==> config.mk <==
export PLATFORM = sky130hd
export DESIGN_NAME = lmac_unit
export DESIGN_NICKNAME = d
export VERILOG_FILES = /design/src/rtl/lmac_pkg.sv /design/src/rtl/lmac_decode.sv /design/src/rtl/lmac_engine.sv /design/src/rtl/lmac_flags.sv /design/src/rtl/lmac_unit.sv
export SDC_FILE = /design/constraint.sdc
export NUM_CORES = 1
export LEC_CHECK = 0
export BUFFER_PORTS_ARGS = -buffer_cell sky130_fd_sc_hd__buf_2
export CAP_MARGIN = 20
export CORE_ASPECT_RATIO = 1.1
export CORE_MARGIN = 5
export CORE_UTILIZATION = 52
export DETAILED_ROUTE_END_ITERATION = 12
export MAX_ROUTING_LAYER = met4
export PLACE_DENSITY = 0.79
export SYNTH_ARGS = -nofsm -noshare
export SYNTH_HDL_FRONTEND = slang
export SYNTH_SLANG_ARGS = --single-unit
export TNS_END_PERCENT = 20
==> constraint.sdc <==
create_clock -name clk_i -period 8.3 [get_ports clk_i]
set_input_delay 1.66 -clock clk_i [delete_from_list [all_inputs] [get_ports clk_i]]
set_output_delay 1.66 -clock clk_i [all_outputs]
set_load 0.01 [all_outputs]
==> src/rtl/lmac_pkg.sv <==
package lmac_pkg;
  typedef enum logic [2:0] {
    OP_MUL   = 3'd0,
    OP_MLA   = 3'd1,
    OP_RSV2  = 3'd2,
    OP_RSV3  = 3'd3,
    OP_UMULL = 3'd4,
    OP_SMLAL = 3'd5,
    OP_SMULL = 3'd6,
    OP_UMLAL = 3'd7
  } lmac_op_e;

  typedef struct packed {
    logic is_signed;
    logic accum;
    logic is_long;
    logic illegal;
  } lmac_ctl_t;
endpackage

==> src/rtl/lmac_decode.sv <==
module lmac_decode
  import lmac_pkg::*;
(
  input  logic [2:0] op_i,
  output lmac_ctl_t  ctl_o
);
  always_comb begin
    ctl_o = '0;
    unique case (lmac_op_e'(op_i))
      OP_MUL:   ctl_o = '{is_signed: 1'b0, accum: 1'b0, is_long: 1'b0, illegal: 1'b0};
      OP_MLA:   ctl_o = '{is_signed: 1'b0, accum: 1'b1, is_long: 1'b0, illegal: 1'b0};
      OP_UMULL: ctl_o = '{is_signed: 1'b0, accum: 1'b0, is_long: 1'b1, illegal: 1'b0};
      OP_SMLAL: ctl_o = '{is_signed: 1'b1, accum: 1'b1, is_long: 1'b1, illegal: 1'b0};
      OP_SMULL: ctl_o = '{is_signed: 1'b1, accum: 1'b0, is_long: 1'b1, illegal: 1'b0};
      OP_UMLAL: ctl_o = '{is_signed: 1'b0, accum: 1'b1, is_long: 1'b1, illegal: 1'b0};
      default:  ctl_o = '{is_signed: 1'b0, accum: 1'b0, is_long: 1'b0, illegal: 1'b1};
    endcase
  end
endmodule

==> src/rtl/lmac_engine.sv <==
module lmac_engine #(
  parameter int DATA_W = 32
) (
  input  logic                  clk_i,
  input  logic                  rst_ni,
  input  logic                  load_i,
  input  logic                  signed_i,
  input  logic [DATA_W-1:0]     a_i,
  input  logic [DATA_W-1:0]     b_i,
  input  logic [2*DATA_W-1:0]   addend_i,
  output logic                  busy_o,
  output logic                  last_o,
  output logic [2*DATA_W-1:0]   sum_nx_o
);
  localparam int WIDE_W = 2 * DATA_W;
  localparam int CNT_W  = (DATA_W > 1) ? $clog2(DATA_W) : 1;

  logic [WIDE_W-1:0] acc_q, mcand_q;
  logic [DATA_W-1:0] mplier_q;
  logic [CNT_W-1:0]  cnt_q;
  logic              sgn_q, busy_q;

  assign last_o = busy_q && (cnt_q == CNT_W'(DATA_W - 1));

  // top multiplier bit carries negative weight in signed mode
  always_comb begin
    sum_nx_o = acc_q;
    if (mplier_q[0])
      sum_nx_o = (sgn_q && last_o) ? acc_q - mcand_q : acc_q + mcand_q;
  end

  always_ff @(posedge clk_i or negedge rst_ni) begin
    if (!rst_ni) begin
      acc_q    <= '0;
      mcand_q  <= '0;
      mplier_q <= '0;
      cnt_q    <= '0;
      sgn_q    <= 1'b0;
      busy_q   <= 1'b0;
    end else if (load_i) begin
      acc_q    <= addend_i;
      mcand_q  <= signed_i ? {{DATA_W{a_i[DATA_W-1]}}, a_i} : {{DATA_W{1'b0}}, a_i};
      mplier_q <= b_i;
      cnt_q    <= '0;
      sgn_q    <= signed_i;
      busy_q   <= 1'b1;
    end else if (busy_q) begin
      acc_q    <= sum_nx_o;
      mcand_q  <= mcand_q << 1;
      mplier_q <= mplier_q >> 1;
      cnt_q    <= cnt_q + 1'b1;
      busy_q   <= !last_o;
    end
  end

  assign busy_o = busy_q;

  p_no_load_busy_r10: assert property (@(posedge clk_i) disable iff (!rst_ni)
    busy_q |-> !load_i);
  p_count_step_r9: assert property (@(posedge clk_i) disable iff (!rst_ni)
    busy_q && !last_o |=> busy_q && cnt_q == $past(cnt_q) + 1'b1);
endmodule

==> src/rtl/lmac_flags.sv <==
module lmac_flags #(
  parameter int DATA_W = 32
) (
  input  logic [2*DATA_W-1:0] val_i,
  input  logic                is_long_i,
  output logic                n_o,
  output logic                z_o
);
  always_comb begin
    if (is_long_i) begin
      n_o = val_i[2*DATA_W-1];
      z_o = (val_i == '0);
    end else begin
      n_o = val_i[DATA_W-1];
      z_o = (val_i[DATA_W-1:0] == '0);
    end
  end
endmodule

==> src/rtl/lmac_unit.sv <==
module lmac_unit
  import lmac_pkg::*;
#(
  parameter int DATA_W = 32
) (
  input  logic              clk_i,
  input  logic              rst_ni,
  input  logic              start_i,
  input  logic [2:0]        op_i,
  input  logic [DATA_W-1:0] src_a_i,
  input  logic [DATA_W-1:0] src_b_i,
  input  logic [DATA_W-1:0] acc_hi_i,
  input  logic [DATA_W-1:0] acc_lo_i,
  output logic              busy_o,
  output logic              done_o,
  output logic              illegal_o,
  output logic [DATA_W-1:0] res_hi_o,
  output logic [DATA_W-1:0] res_lo_o,
  output logic              flag_n_o,
  output logic              flag_z_o
);
  localparam int WIDE_W = 2 * DATA_W;

  lmac_ctl_t         ctl;
  logic              accept, load, last, n_nx, z_nx, long_q;
  logic [WIDE_W-1:0] addend, sum_nx;

  lmac_decode u_dec (.op_i(op_i), .ctl_o(ctl));

  assign accept = start_i && !busy_o;
  assign load   = accept && !ctl.illegal;
  assign addend = !ctl.accum ? '0 :
                  ctl.is_long ? {acc_hi_i, acc_lo_i} : {{DATA_W{1'b0}}, acc_lo_i};

  lmac_engine #(.DATA_W(DATA_W)) u_eng (
    .clk_i    (clk_i),
    .rst_ni   (rst_ni),
    .load_i   (load),
    .signed_i (ctl.is_signed),
    .a_i      (src_a_i),
    .b_i      (src_b_i),
    .addend_i (addend),
    .busy_o   (busy_o),
    .last_o   (last),
    .sum_nx_o (sum_nx)
  );

  lmac_flags #(.DATA_W(DATA_W)) u_flg (
    .val_i     (sum_nx),
    .is_long_i (long_q),
    .n_o       (n_nx),
    .z_o       (z_nx)
  );

  always_ff @(posedge clk_i or negedge rst_ni) begin
    if (!rst_ni) begin
      long_q    <= 1'b0;
      done_o    <= 1'b0;
      illegal_o <= 1'b0;
      res_hi_o  <= '0;
      res_lo_o  <= '0;
      flag_n_o  <= 1'b0;
      flag_z_o  <= 1'b0;
    end else begin
      done_o    <= last || (accept && ctl.illegal);
      illegal_o <= accept && ctl.illegal;
      if (load) long_q <= ctl.is_long;
      if (last) begin
        res_hi_o <= long_q ? sum_nx[WIDE_W-1:DATA_W] : sum_nx[DATA_W-1:0];
        res_lo_o <= long_q ? sum_nx[DATA_W-1:0] : '0;
        flag_n_o <= n_nx;
        flag_z_o <= z_nx;
      end
    end
  end

  p_done_pulse_r9: assert property (@(posedge clk_i) disable iff (!rst_ni)
    done_o |=> !done_o);
  p_done_ends_busy_r9: assert property (@(posedge clk_i) disable iff (!rst_ni)
    done_o && !illegal_o |-> $fell(busy_o));
  p_illegal_done_r8: assert property (@(posedge clk_i) disable iff (!rst_ni)
    illegal_o |-> done_o && !busy_o);
  p_illegal_hold_r8: assert property (@(posedge clk_i) disable iff (!rst_ni)
    illegal_o |-> $stable(res_hi_o) && $stable(res_lo_o) && $stable(flag_z_o) && $stable(flag_n_o));
  p_short_lo_zero_r2: assert property (@(posedge clk_i) disable iff (!rst_ni)
    done_o && !illegal_o && !long_q |-> res_lo_o == '0);
  p_zero_flag_r11: assert property (@(posedge clk_i) disable iff (!rst_ni)
    done_o && !illegal_o |-> flag_z_o == (long_q ? ({res_hi_o, res_lo_o} == '0) : (res_hi_o == '0)));
  p_neg_flag_r12: assert property (@(posedge clk_i) disable iff (!rst_ni)
    done_o && !illegal_o && long_q |-> flag_n_o == res_hi_o[DATA_W-1]);
endmodule

==> impl_summary.log <==
INFO  metric timing.fmax = 136 MHz
INFO  metric cts_max_path_buffers = 3
INFO  metric synth_sequential_area_ratio = 34.7%
INFO  metric final.fill_count = 2922
INFO  metric critical_path_required = 8800 ps
INFO  metric antenna_found_initial = 4
INFO  metric drt_pass1_iterations = 8
INFO  metric post_cts.repair.setup_buffers = 0
INFO  metric netlist-cell-type-count = 85
INFO  metric layout_common_cells = nand2_1, a21oi_1, dfrtp_1
INFO  metric floorplan.initialDensity = 52.5%
INFO  metric placement.io_buffers = 202
INFO  metric grt_use_total = 35.7%
INFO  metric ctsResizeCount = 0
INFO  metric yosysWarningCount = 0
INFO  metric cts.hold.buffers_added = 0
INFO  metric endpoint_kind = flip-flop
INFO  metric gp_routability_congestion = 1.05
INFO  metric grt_pass1_vias = 16800
INFO  metric slew_at_the_pin_with_the_worst_max_slew_slack = 1130 ps
INFO  metric ioPinCount = 203
INFO  metric placement_rows = 69
INFO  metric dominant_cell_type_by_area_after_synthesis = dfrtp_1
INFO  metric setup.worst_path.class = reg -> reg
INFO  metric max_capacitance_violation_count = 0
INFO  metric syn_avg_cell_area = 7.98 sq um
INFO  metric fp.dieArea = 36300 sq um
INFO  metric tritoncts = built
INFO  metric outcome = finished clean
INFO  metric wl_per_cell = 24.1 um
INFO  metric final.setup.tns = 0 ps
INFO  metric iteration_0_drc_count_of_the_detailed_router = 2122
INFO  metric clk_latency = 570 ps
INFO  metric syn_nets = 2325
INFO  metric vias = 17500
INFO  metric report.final.hold_viol_count = 0
INFO  metric ant_nets = 0
INFO  metric crit_path_max_fanout = 10
INFO  metric grt_max_degree = 135
INFO  metric final_max_slew_viol_count = 0
INFO  metric root_buffer_selected_by_cts = clkbuf_16
INFO  metric rsz_0062_raised_after_global_routing = no
INFO  metric hpwlAfterDp = 48500 um
INFO  metric vias_per_cell = 6.51
INFO  metric drive_gt1_share = 14.7%
INFO  metric nNetsFinal = 2439
INFO  metric core-area = 32300 sq um
INFO  metric global_route.overflow_total = 0
INFO  metric drt_wl_total = 64700 um
INFO  metric setup_viol = 0
INFO  metric synth.ff_latch_count = 235
INFO  metric critPathLaunchType = flip-flop
INFO  metric synth_top_flop_cell = dfrtp_1
INFO  metric fin_worst_skew = 8.68 ps
INFO  metric slew_headroom = 24.2%
INFO  metric netlist.area_leader.share = 34.7%
INFO  metric synth_enable_flop_cells = 0
INFO  metric fin_crit_sh = 88.8%
INFO  metric most_frequent_standard_cell_in_the_layout_excluding_fill_and_tap_cells = nand2_1
INFO  metric chip_width = 182 um
INFO  metric die_h = 199 um
INFO  metric clock-sinks = 235
INFO  metric holdWs = 477 ps
INFO  metric htree_levels = 1
INFO  metric worst_ep_arrival_time = 7870 ps
INFO  metric multi_input_comb_area = 10300 sq um
INFO  metric cts_made_buffers = 26
INFO  metric wire_length_of_the_first_global_routing_pass = 98700 um
INFO  metric drcViolationCount = 0
INFO  metric regArea = 5890 sq um
INFO  metric synthTopCellsByArea = dfrtp_1, a21oi_1, nand2_1
INFO  metric clk_pin_slew = 60 ps
INFO  metric finalWorstPathRequiredPeriod = 7370 ps
INFO  metric worst_hold_path_type = reg -> reg
INFO  metric syn_to_layout_area_delta = 13.1%
INFO  metric post_synth_instance_area = 17000 sq um
INFO  metric proportion_of_synthesized_flip_flops_having_asynchronous_set_or_reset = 100%
INFO  metric netlist_instances = 2124
==> worst max-delay path, stage by stage (launching register included) <==
cell and delay, ps:
dfrtp_1 420, or4_1 630, nor3_1 230, or3b_1 440
or3_1 460, nor3_4 250, nand2b_1 120, or3_1 400
or3_4 400, nor2_4 150, a41oi_2 150, xnor2_1 150
ha_1 450, nand3_1 210, or2_2 370, nor2_1 160
or4b_2 620, o31ai_1 480, o211ai_1 160, and4bb_1 370
o211ai_2 110, o41ai_2 360, a32o_1 200
==> through the flow <==
stage,worst slack [ps],utilization (%),area (sq um),std cells
2_1_floorplan,1770,-,17000,2124
3_3_place_gp,1260,56.4,18200,2636
3_5_place_dp,1050,56.4,18200,2636
4_1_cts,996,59.4,19200,2679
5_1_grt,443,59.4,19200,2681
6_report,928,59.4,19200,2681
==> worst paths after layout <==
kind                            slack [ps]              start  cells past startpoint            endpoint
min in group asynchronous             1090             rst_ni                      1  u_eng.mplier_q[24]
worst min register to register         480       res_lo_o[27]                      2        res_lo_o[27]
worst min-delay path                   480       res_lo_o[27]                      2        res_lo_o[27]
worst max register to register         930  u_eng.mcand_q[10]                     22            flag_z_o
worst max-delay path                   930  u_eng.mcand_q[10]                     22            flag_z_o
max in group asynchronous             5870             rst_ni                      2        u_eng.busy_o
==> final cells by class <==
| type | instances | share of cell area [%] |
|---|---|---|
| timing repair buffer | 231 | 6.53 |
| clock inverter | 10 | 1.19 |
| sequential | 235 | 30.7 |
| inverter | 66 | 1.29 |
| tap | 426 | 2.78 |
| clock buffer | 33 | 3.74 |
| antenna | 2 | 0.0261 |
| multi-input combinational | 1678 | 53.7 |
==> cell usage after synthesis (17+ instances only) <==
library cell / n
nor3_1: 33
mux2i_1: 30
nand3_1: 33
xnor2_1: 67
o31ai_1: 18
nor4_1: 18
nand2_1: 301
xor2_1: 34
dfrtp_1: 235
ha_1: 66
inv_1: 66
nand4_1: 38
o21a_1: 17
a31oi_1: 19
o21ai_0: 148
or3_1: 17
a21oi_1: 234
a22oi_1: 74
a2bb2oi_1: 29
clkbuf_1: 130
and3_1: 19
a211oi_1: 34
a21o_1: 22
nor2_1: 198
==> logic make-up after synthesis <==
family / synth area share, %
simple gates: 20.8
compound gates: 26.8
flops: 34.7
buf+inv: 4.72
xor+xnor: 5.22
fa+ha+maj: 4.99
mux: 2.83
==> metal layers <==
layer,global-route usage [%],share of wire [%],vias up
li1,-,-,7936
met5,-,0,-
met3,6.15,9.9,145
met4,10.7,3.1,0
met1,51.6,44,8400
met2,51.5,43,980
==> registers in the layout, summed over array words and instances (netlist names) <==
register	flops
u_eng.acc_q	64
illegal_o	1
long_q	1
res_lo_o	32
res_hi_o	32
flag_z_o	1
u_eng.cnt_q	5
u_eng.mcand_q	64
u_eng.busy_o	1
done_o	1
u_eng.sgn_q	1
u_eng.mplier_q	32
Power is left out: the tool's default activity adds up to more than one toggle a clock period on the data nets, which glitch-free logic cannot reach.
